### src/rtl/alu_shift_pkg.sv
package alu_shift_pkg;

  // Result source encoding (behavioural: decoded by the control module)
  localparam logic [1:0] RES_LOGIC = 2'b00;
  localparam logic [1:0] RES_ARITH = 2'b01;
  localparam logic [1:0] RES_SLT   = 2'b10;
  localparam logic [1:0] RES_SHIFT = 2'b11;

  // Shift modes
  localparam logic [1:0] SH_NONE  = 2'b00;
  localparam logic [1:0] SH_LEFT  = 2'b01;
  localparam logic [1:0] SH_RIGHT = 2'b10;
  localparam logic [1:0] SH_ARITH = 2'b11;

  // Logic functions
  localparam logic [1:0] LG_AND = 2'b00;
  localparam logic [1:0] LG_OR  = 2'b01;
  localparam logic [1:0] LG_NOR = 2'b10;
  localparam logic [1:0] LG_XOR = 2'b11;

  // Strobes from control to datapath
  typedef struct packed {
    logic       selLogic;
    logic       selArith;
    logic       selSlt;
    logic       selShift;
    logic       invertB;
    logic       carryIn;
    logic       shiftEn;
    logic       shiftLeft;
    logic       fillSign;
    logic [1:0] logicFn;
  } aluStrobes_t;

endpackage

### src/rtl/alu_shift_ctrl.sv
module alu_shift_ctrl
  import alu_shift_pkg::*;
(
  input  logic [1:0]  resSel,
  input  logic [1:0]  shiftOp,
  input  logic        arithSub,
  input  logic [1:0]  logicOp,
  output aluStrobes_t strobes
);

  logic subtractMode;

  // Less-than always runs the subtractor, regardless of arithSub
  assign subtractMode = arithSub | (resSel == RES_SLT);

  always_comb begin
    strobes          = '0;
    strobes.selLogic = (resSel == RES_LOGIC);
    strobes.selArith = (resSel == RES_ARITH);
    strobes.selSlt   = (resSel == RES_SLT);
    strobes.selShift = (resSel == RES_SHIFT);
    strobes.invertB  = subtractMode;
    strobes.carryIn  = subtractMode;
    strobes.logicFn  = logicOp;
    unique case (shiftOp)
      SH_NONE: begin
        strobes.shiftEn   = 1'b0;
        strobes.shiftLeft = 1'b0;
        strobes.fillSign  = 1'b0;
      end
      SH_LEFT: begin
        strobes.shiftEn   = 1'b1;
        strobes.shiftLeft = 1'b1;
        strobes.fillSign  = 1'b0;
      end
      SH_RIGHT: begin
        strobes.shiftEn   = 1'b1;
        strobes.shiftLeft = 1'b0;
        strobes.fillSign  = 1'b0;
      end
      default: begin
        strobes.shiftEn   = 1'b1;
        strobes.shiftLeft = 1'b0;
        strobes.fillSign  = 1'b1;
      end
    endcase
  end

endmodule

### src/rtl/alu_barrel_shifter.sv
module alu_barrel_shifter #(
  parameter  int WIDTH = 32,
  localparam int SHW   = $clog2(WIDTH)
) (
  input  logic [WIDTH-1:0] dataIn,
  input  logic [SHW-1:0]   amount,
  input  logic             shiftEn,
  input  logic             shiftLeft,
  input  logic             fillSign,
  output logic [WIDTH-1:0] dataOut
);

  logic [WIDTH-1:0] revIn;
  logic [WIDTH-1:0] revOut;
  logic [WIDTH-1:0] stage [0:SHW];
  logic             fillBit;

  assign fillBit = fillSign & dataIn[WIDTH-1];

  // A left shift is a right shift of the bit-reversed operand
  for (genvar i = 0; i < WIDTH; i++) begin : g_rev
    assign revIn[i]  = dataIn[WIDTH-1-i];
    assign revOut[i] = stage[SHW][WIDTH-1-i];
  end

  assign stage[0] = shiftLeft ? revIn : dataIn;

  // log2(WIDTH) stages, stage s moves by 2**s places
  for (genvar s = 0; s < SHW; s++) begin : g_stage
    localparam int STEP = 1 << s;
    assign stage[s+1] = amount[s]
                      ? {{STEP{fillBit}}, stage[s][WIDTH-1:STEP]}
                      : stage[s];
  end

  assign dataOut = !shiftEn  ? dataIn :
                   shiftLeft ? revOut : stage[SHW];

endmodule

### src/rtl/alu_addsub.sv
module alu_addsub #(
  parameter int WIDTH = 32
) (
  input  logic [WIDTH-1:0] a,
  input  logic [WIDTH-1:0] b,
  input  logic             invertB,
  input  logic             carryIn,
  output logic [WIDTH-1:0] sum,
  output logic             overflow
);

  logic [WIDTH-1:0] bOp;

  assign bOp      = b ^ {WIDTH{invertB}};
  assign sum      = a + bOp + {{(WIDTH-1){1'b0}}, carryIn};
  assign overflow = (a[WIDTH-1] == bOp[WIDTH-1]) && (sum[WIDTH-1] != a[WIDTH-1]);

endmodule

### src/rtl/alu_shift_datapath.sv
module alu_shift_datapath
  import alu_shift_pkg::*;
#(
  parameter  int WIDTH = 32,
  localparam int SHW   = $clog2(WIDTH)
) (
  input  logic [WIDTH-1:0] opA,
  input  logic [WIDTH-1:0] opB,
  input  logic [SHW-1:0]   shAmt,
  input  aluStrobes_t      strobes,
  output logic [WIDTH-1:0] result,
  output logic             zero,
  output logic             sign,
  output logic             overflow
);

  logic [WIDTH-1:0] shiftOut;
  logic [WIDTH-1:0] sumOut;
  logic [WIDTH-1:0] logicOut;
  logic [WIDTH-1:0] sltOut;
  logic             addOvf;

  alu_barrel_shifter #(.WIDTH(WIDTH)) u_shifter (
    .dataIn    (opB),
    .amount    (shAmt),
    .shiftEn   (strobes.shiftEn),
    .shiftLeft (strobes.shiftLeft),
    .fillSign  (strobes.fillSign),
    .dataOut   (shiftOut)
  );

  alu_addsub #(.WIDTH(WIDTH)) u_addsub (
    .a        (opA),
    .b        (opB),
    .invertB  (strobes.invertB),
    .carryIn  (strobes.carryIn),
    .sum      (sumOut),
    .overflow (addOvf)
  );

  always_comb begin
    unique case (strobes.logicFn)
      LG_AND:  logicOut = opA & opB;
      LG_OR:   logicOut = opA | opB;
      LG_NOR:  logicOut = ~(opA | opB);
      default: logicOut = opA ^ opB;
    endcase
  end

  // True sign of the difference = sum sign corrected by overflow
  assign sltOut = {{(WIDTH-1){1'b0}}, sumOut[WIDTH-1] ^ addOvf};

  // One-hot AND-OR select
  assign result = ({WIDTH{strobes.selLogic}} & logicOut)
                | ({WIDTH{strobes.selArith}} & sumOut)
                | ({WIDTH{strobes.selSlt}}   & sltOut)
                | ({WIDTH{strobes.selShift}} & shiftOut);

  assign zero     = ~|result;
  assign sign     = sumOut[WIDTH-1];
  assign overflow = addOvf;

endmodule

### src/rtl/alu_shift_top.sv
module alu_shift_top
  import alu_shift_pkg::*;
#(
  parameter  int WIDTH = 32,
  localparam int SHW   = $clog2(WIDTH)
) (
  input  logic [WIDTH-1:0] opA,
  input  logic [WIDTH-1:0] opB,
  input  logic [SHW-1:0]   shAmt,
  input  logic [1:0]       resSel,
  input  logic [1:0]       shiftOp,
  input  logic             arithSub,
  input  logic [1:0]       logicOp,
  output logic [WIDTH-1:0] result,
  output logic             zero,
  output logic             sign,
  output logic             overflow
);

  aluStrobes_t strobes;

  alu_shift_ctrl u_ctrl (
    .resSel   (resSel),
    .shiftOp  (shiftOp),
    .arithSub (arithSub),
    .logicOp  (logicOp),
    .strobes  (strobes)
  );

  alu_shift_datapath #(.WIDTH(WIDTH)) u_datapath (
    .opA      (opA),
    .opB      (opB),
    .shAmt    (shAmt),
    .strobes  (strobes),
    .result   (result),
    .zero     (zero),
    .sign     (sign),
    .overflow (overflow)
  );

endmodule

### config.mk
export PLATFORM = sky130hd
export DESIGN_NAME = alu_shift_top
export DESIGN_NICKNAME = d
export VERILOG_FILES = /design/src/rtl/alu_shift_pkg.sv /design/src/rtl/alu_shift_ctrl.sv /design/src/rtl/alu_barrel_shifter.sv /design/src/rtl/alu_addsub.sv /design/src/rtl/alu_shift_datapath.sv /design/src/rtl/alu_shift_top.sv
export SDC_FILE = /design/constraint.sdc
export NUM_CORES = 1
export LEC_CHECK = 0
export ABC_CLOCK_PERIOD_IN_PS = 9250
export BUFFER_PORTS_ARGS = -buffer_cell sky130_fd_sc_hd__buf_4
export CORE_MARGIN = 4
export CORE_UTILIZATION = 30
export DETAILED_ROUTE_END_ITERATION = 8
export PLACE_DENSITY_LB_ADDON = 0.15
export SETUP_SLACK_MARGIN = 0.2
export SKIP_LAST_GASP = 1
export SLEW_MARGIN = 0
export SYNTH_ARGS = -nofsm -noshare
export SYNTH_HDL_FRONTEND = slang
export SYNTH_HIERARCHICAL = 1
export SYNTH_SLANG_ARGS = --single-unit
### constraint.sdc
create_clock -name vclk -period 9.25
set_clock_uncertainty 0.2 [all_clocks]
set_input_delay 0.925 -clock vclk [all_inputs]
set_output_delay 0.925 -clock vclk [all_outputs]
set_load 0.01 [all_outputs]
Word-level counts from Yosys, hierarchy flattened
Cells that the tools add are included.
W data, S select, Z words.
Cells by class
  add/sub/neg operators: 2
  equal/unequal tests: 9
  mux-type cells: 10
  bitwise logic cells: 15
  reductions and logical operators: 6
Operator list (count)
  $mux W32: 8
  $and A32 B32 Y32: 4
  $or A32 B32 Y32: 4
  $pmux W32 S3: 1
  $xor A32 B32 Y32: 2
  $add A32 B1 Y32: 1
  $add A32 B32 Y32: 1
  $and A32 B1 Y32: 1
  $not A32 Y32: 1
  $reduce_or A32 Y1: 1
  $pmux W3 S3: 1
  $eq A2 B2 Y1 const B: 4
  $eq A2 B1 Y1 const B: 3
  $logic_not A2 Y1: 3
  $and A1 B1 Y1: 1
  $eq A1 B1 Y1: 1
  $logic_and A1 B1 Y1: 1
  $logic_not A1 Y1: 1
  $ne A1 B1 Y1: 1
  $or A1 B1 Y1: 1
  $xor A1 B1 Y1: 1
Word-level totals
  flip-flop bits (word level): 0
  bits of input ports: 76
  output and inout bits: 35
  word-level logic and storage cells: 42

Longest topological paths before layout
  depth after elaboration: 14
  depth in mapped cells: 23
  mapped depth without buffers: 20

Hierarchy
The synthesis kept the hierarchy.
Modules (own cells, without submodules)
  alu_barrel_shifter: times used 1, cells an instance 353, area an instance 2965.3 um2, seq. area each 0.0 um2
  alu_shift_datapath: times used 1, cells an instance 347, area an instance 2509.9 um2, seq. area each 0.0 um2
  alu_addsub: times used 1, cells an instance 278, area an instance 1964.4 um2, seq. area each 0.0 um2
  alu_shift_ctrl: times used 1, cells an instance 12, area an instance 86.3 um2, seq. area each 0.0 um2

Least setup slack after synthesis
Ideal clock, no wire load.
  path kind: input -> output
  start: input port resSel[1]
  end: output port zero
  data arrival time: 5.874 ns
  required time: 8.125 ns
  slack: 2.251 ns
  cell stages on the path: 21
  path buffers: 3
  cell sequence: nor2b_4 -> or2_1 -> buf_4 -> clkbuf_1 -> buf_1 -> xor2_1 -> ha_1 -> a211oi_2 -> nor2_1 -> or4b_1 -> o32ai_2 -> a22oi_2 -> a31o_1 -> a31o_1 -> xnor2_1 -> xor2_1 -> a222oi_1 -> o221ai_1 -> or4bb_1 -> nor4_1 -> and4_1
Between the ends
  longest elaborated chain between the ends: 13
  elaborated cells between the ends (all ways): 21
  those cells by class: add/sub (2); eq/ne (5); bitwise (10); reduce/logical (4)
Ends and longest elaborated chain
  start: declaration: RTL line alu_shift_top.sv:10  | input logic [1:0] resSel,
  $eq A2 B2 Y1 (*): RTL line alu_shift_ctrl.sv:14  | assign subtractMode = arithSub | (resSel == RES_SLT);
  $or A1 B1 Y1 (*): RTL line alu_shift_ctrl.sv:14
  via u_ctrl.subtractMode: RTL line alu_shift_ctrl.sv:11  | logic subtractMode;
  $xor A32 B32 Y32: RTL line alu_addsub.sv:14  | assign bOp = b ^ {WIDTH{invertB}};
  $add A32 B32 Y32: RTL line alu_addsub.sv:15  | assign sum = a + bOp + {{(WIDTH-1){1'b0}}, carryIn};
  $add A32 B1 Y32 (*): RTL line alu_addsub.sv:15
  via sign: RTL line alu_shift_top.sv:16  | output logic sign,
  $ne A1 B1 Y1: RTL line alu_addsub.sv:16  | assign overflow = (a[WIDTH-1] == bOp[WIDTH-1]) && (sum[WIDTH-1] != a[WIDTH-1]);
  $logic_and A1 B1 Y1: RTL line alu_addsub.sv:16
  $xor A1 B1 Y1 (*): RTL line alu_shift_datapath.sv:51  | assign sltOut = {{(WIDTH-1){1'b0}}, sumOut[WIDTH-1] ^ addOvf};
  $and A32 B1 Y32 (*): RTL line alu_shift_datapath.sv:56  | | ({WIDTH{strobes.selSlt}} & sltOut)
  $or A32 B32 Y32 (*): RTL line alu_shift_datapath.sv:56
  $or A32 B32 Y32 (*): RTL line alu_shift_datapath.sv:57  | | ({WIDTH{strobes.selShift}} & shiftOut);
  via result[0]: RTL line alu_shift_top.sv:14  | output logic [WIDTH-1:0] result,
  $reduce_or A32 Y1 (*): RTL line alu_shift_datapath.sv:59  | assign zero = ~|result;
  $logic_not A1 Y1 (*): RTL line alu_shift_datapath.sv:59
  end: declaration: RTL line alu_shift_top.sv:15  | output logic zero,
Mark *: on every way through the listed nets, which the timed path passes. The rest lies on a longest branch.

==> metrics <==
Post-Route WL=33200 um; CP Data Arrival Time=6.56 ns; top cells by area, synth=ha_1 (16%), mux4_2 (13%), mux2i_1 (7.4%); DRT Pass-1 Iters=6; P&R area growth vs syn=12.7%; gp weighted congestion=0.953; GRT Total Usage=0.226; fin. max-slew vios=0; sequential power share=0; Gate power share=1.000; Final period util=0.831; dpl hpwl=26100 um; initial antenna violation count=0; sequential cells=0; most numerous cell in the Yosys netlist=nand2_1; WP buf/inv=2; DIE WIDTH=166 um; met3 usage=0.0302; count of distinct cell types in the synthesized netlist=76; crit path time final=7.68 ns; post_cts resized=0; FP Rows=57; Port Buffers=111; final hold slack=2.14 ns; first-pass GRT wire length=49500 um; Vias/cell=6.10; Hold Fails Final Rpt=0; area leader, netlist=ha_1; crit path kind=in2out; crit-path cells=buf_4, nor2b_4, or2_2, xor2_1, ha_1, a211oi_2, nor2_1, or4b_1, o32ai_2, a22oi_2, a31o_1, a31o_1, xnor2_1, xor2_1, a222oi_1, o221ai_1, or4bb_1, nor4_1, and4_1, buf_4; slowest CP cell=nor4_1; wire per inst=24.5 um; hold path startpoint=opA[31]; vias in the first global route=7595; CLK BUF=0; Psw=418 uW; VDD IR max=36.4 uV; synthesized area per cell=7.60 um^2; Yosys warning count=6; largest stage delay on the critical path=0.54 ns; grt met2 use=0.342; via count=8272; die height=166 um; Starting Density=0.307; Setup Fix Bufs, Post-CTS=0; final setup fails=0; crit end category=primary output; CP Data Required Time=8.12 ns; pwr/cell area=83.8 nW/um^2; antenna viol nets, final=0; commonest cells in the netlist=nand2_1 (100), ha_1 (94), inv_1 (78); Rel. slew slack=0.333; post-synth top area share=0.156; Max Cap Viol=0; hold path endpoint=overflow; Hold Crit Class=in2out; diode count=0; clock power share=0; GRT busiest layer=met2; Post-Syn Instances=990; DRC marker count from the first detailed-route iteration=909; status=finished clean; Netlist Area Pre-Place=7530 um^2; Net Count, Synth=1162; CP Max Fanout=14; Core ar.=24500 um^2; boundary pin count=111; Internal=293 uW; RSZ-0062 raised after global routing=no; Max Clock Freq=0.130 GHz; share of layout cells above drive strength 1=0.199; leakage=0.00389 uW; CP delay by family, top=simple AND/OR/NAND/NOR gates; startpoint types=primary input; worst hold stages=4; final-stage net count=1207; DRC violations left=0; Hold Buf Count CTS=0; Reg area=0 um^2; sequential area share after synthesis=0; grt ovf=0; Worst Tran Pin Value=0.997 ns; Total Die Area=27700 um^2; fill cell count=2720; Pwr Total=711 uW; Setup TNS=0 ns; met1 Usage GRT=0.334; pin count of the biggest net entering global routing=68; sw frac=0.588
final cells by class:
cell class	instances	area, um^2	share of cell area
well taps	324	405	0.0478
repair buffers	120	901	0.106
multi-input cells	830	6870	0.809
inverters	83	312	0.0367
metrics by stage:
| stage | std cells | util | setup WS (ns) | instance area [um^2] |
|---|---|---|---|---|
| 2_1_floorplan | 990 | - | 2.25 | 7530 |
| 3_3_place_gp | 1357 | 0.346 | 1.68 | 8480 |
| 3_5_place_dp | 1357 | 0.346 | 1.61 | 8480 |
| 4_1_cts | 1357 | 0.346 | 1.58 | 8480 |
| 5_1_grt | 1357 | 0.346 | 1.29 | 8480 |
| 6_report | 1357 | 0.346 | 1.57 | 8480 |
worst max path at each step:
stage            to       from  depth (start not counted)  slack (ns)
5_1_grt        zero  resSel[1]                         20        1.29
4_1_cts        zero  resSel[1]                         20        1.58
6_report       zero  resSel[1]                         20        1.57
3_3_place_gp   zero  resSel[1]                         20        1.68
2_1_floorplan  zero  resSel[1]                         21        2.25
3_5_place_dp   zero  resSel[1]                         20        1.61
worst min-delay path, delay by kind of cell:
kind | cells | cell delay (ns)
muxes | 1 | 0.10
and+or+nand+nor | 1 | 0.08
buffers and inverters | 2 | 0.31
placed cells by master (no fill, tap or decap), types with 4 or more instances in the layout:
| cell type | n |
|---|---|
| buf_4 | 120 |
| nand2_1 | 100 |
| ha_1 | 94 |
| inv_1 | 78 |
| o21ai_0 | 69 |
| a21oi_1 | 65 |
| nor2_1 | 56 |
| mux2i_1 | 56 |
| mux4_2 | 45 |
| xor2_1 | 42 |
| xnor2_1 | 20 |
| a22oi_1 | 19 |
| a21o_1 | 18 |
| a222oi_1 | 16 |
| mux2_2 | 15 |
| nand3_1 | 15 |
| a22o_1 | 12 |
| o211ai_1 | 12 |
| a221o_1 | 11 |
| o221ai_1 | 10 |
| a211o_1 | 9 |
| o21a_1 | 9 |
| and2_1 | 8 |
| nor2b_1 | 8 |
| a221oi_1 | 8 |
| a31oi_1 | 8 |
| nand2b_1 | 7 |
| a211oi_1 | 7 |
| nor4_1 | 6 |
| o21bai_1 | 6 |
| nor3_1 | 6 |
| o21ai_1 | 5 |
| nand4_1 | 5 |
| or2_2 | 4 |
| a31o_2 | 4 |
| inv_2 | 4 |
logic make-up after synthesis:
kind of cell,count (synthesis),share of synthesized area
mux,120,0.239
buf+inv,160,0.0898
fa+ha+maj,96,0.162
simple gates,233,0.143
compound gates,319,0.295
xor+xnor,62,0.0722
layer usage:
metal  up-vias  share of wire
met5         -              0
met4         0          0.034
met3        59          0.077
met2       444           0.43
met1      3984           0.46
li1       3785              -
power by group through the flow:
stage               logic (uW)  clock network (uW)  registers [uW]
floorplan                  453                   0               0
global placement           700                   0               0
detailed placement         696                   0               0
CTS                        700                   0               0
global route               767                   0               0
finish                     711                   0               0
No activity file was read; power rests on OpenSTA's default activity.
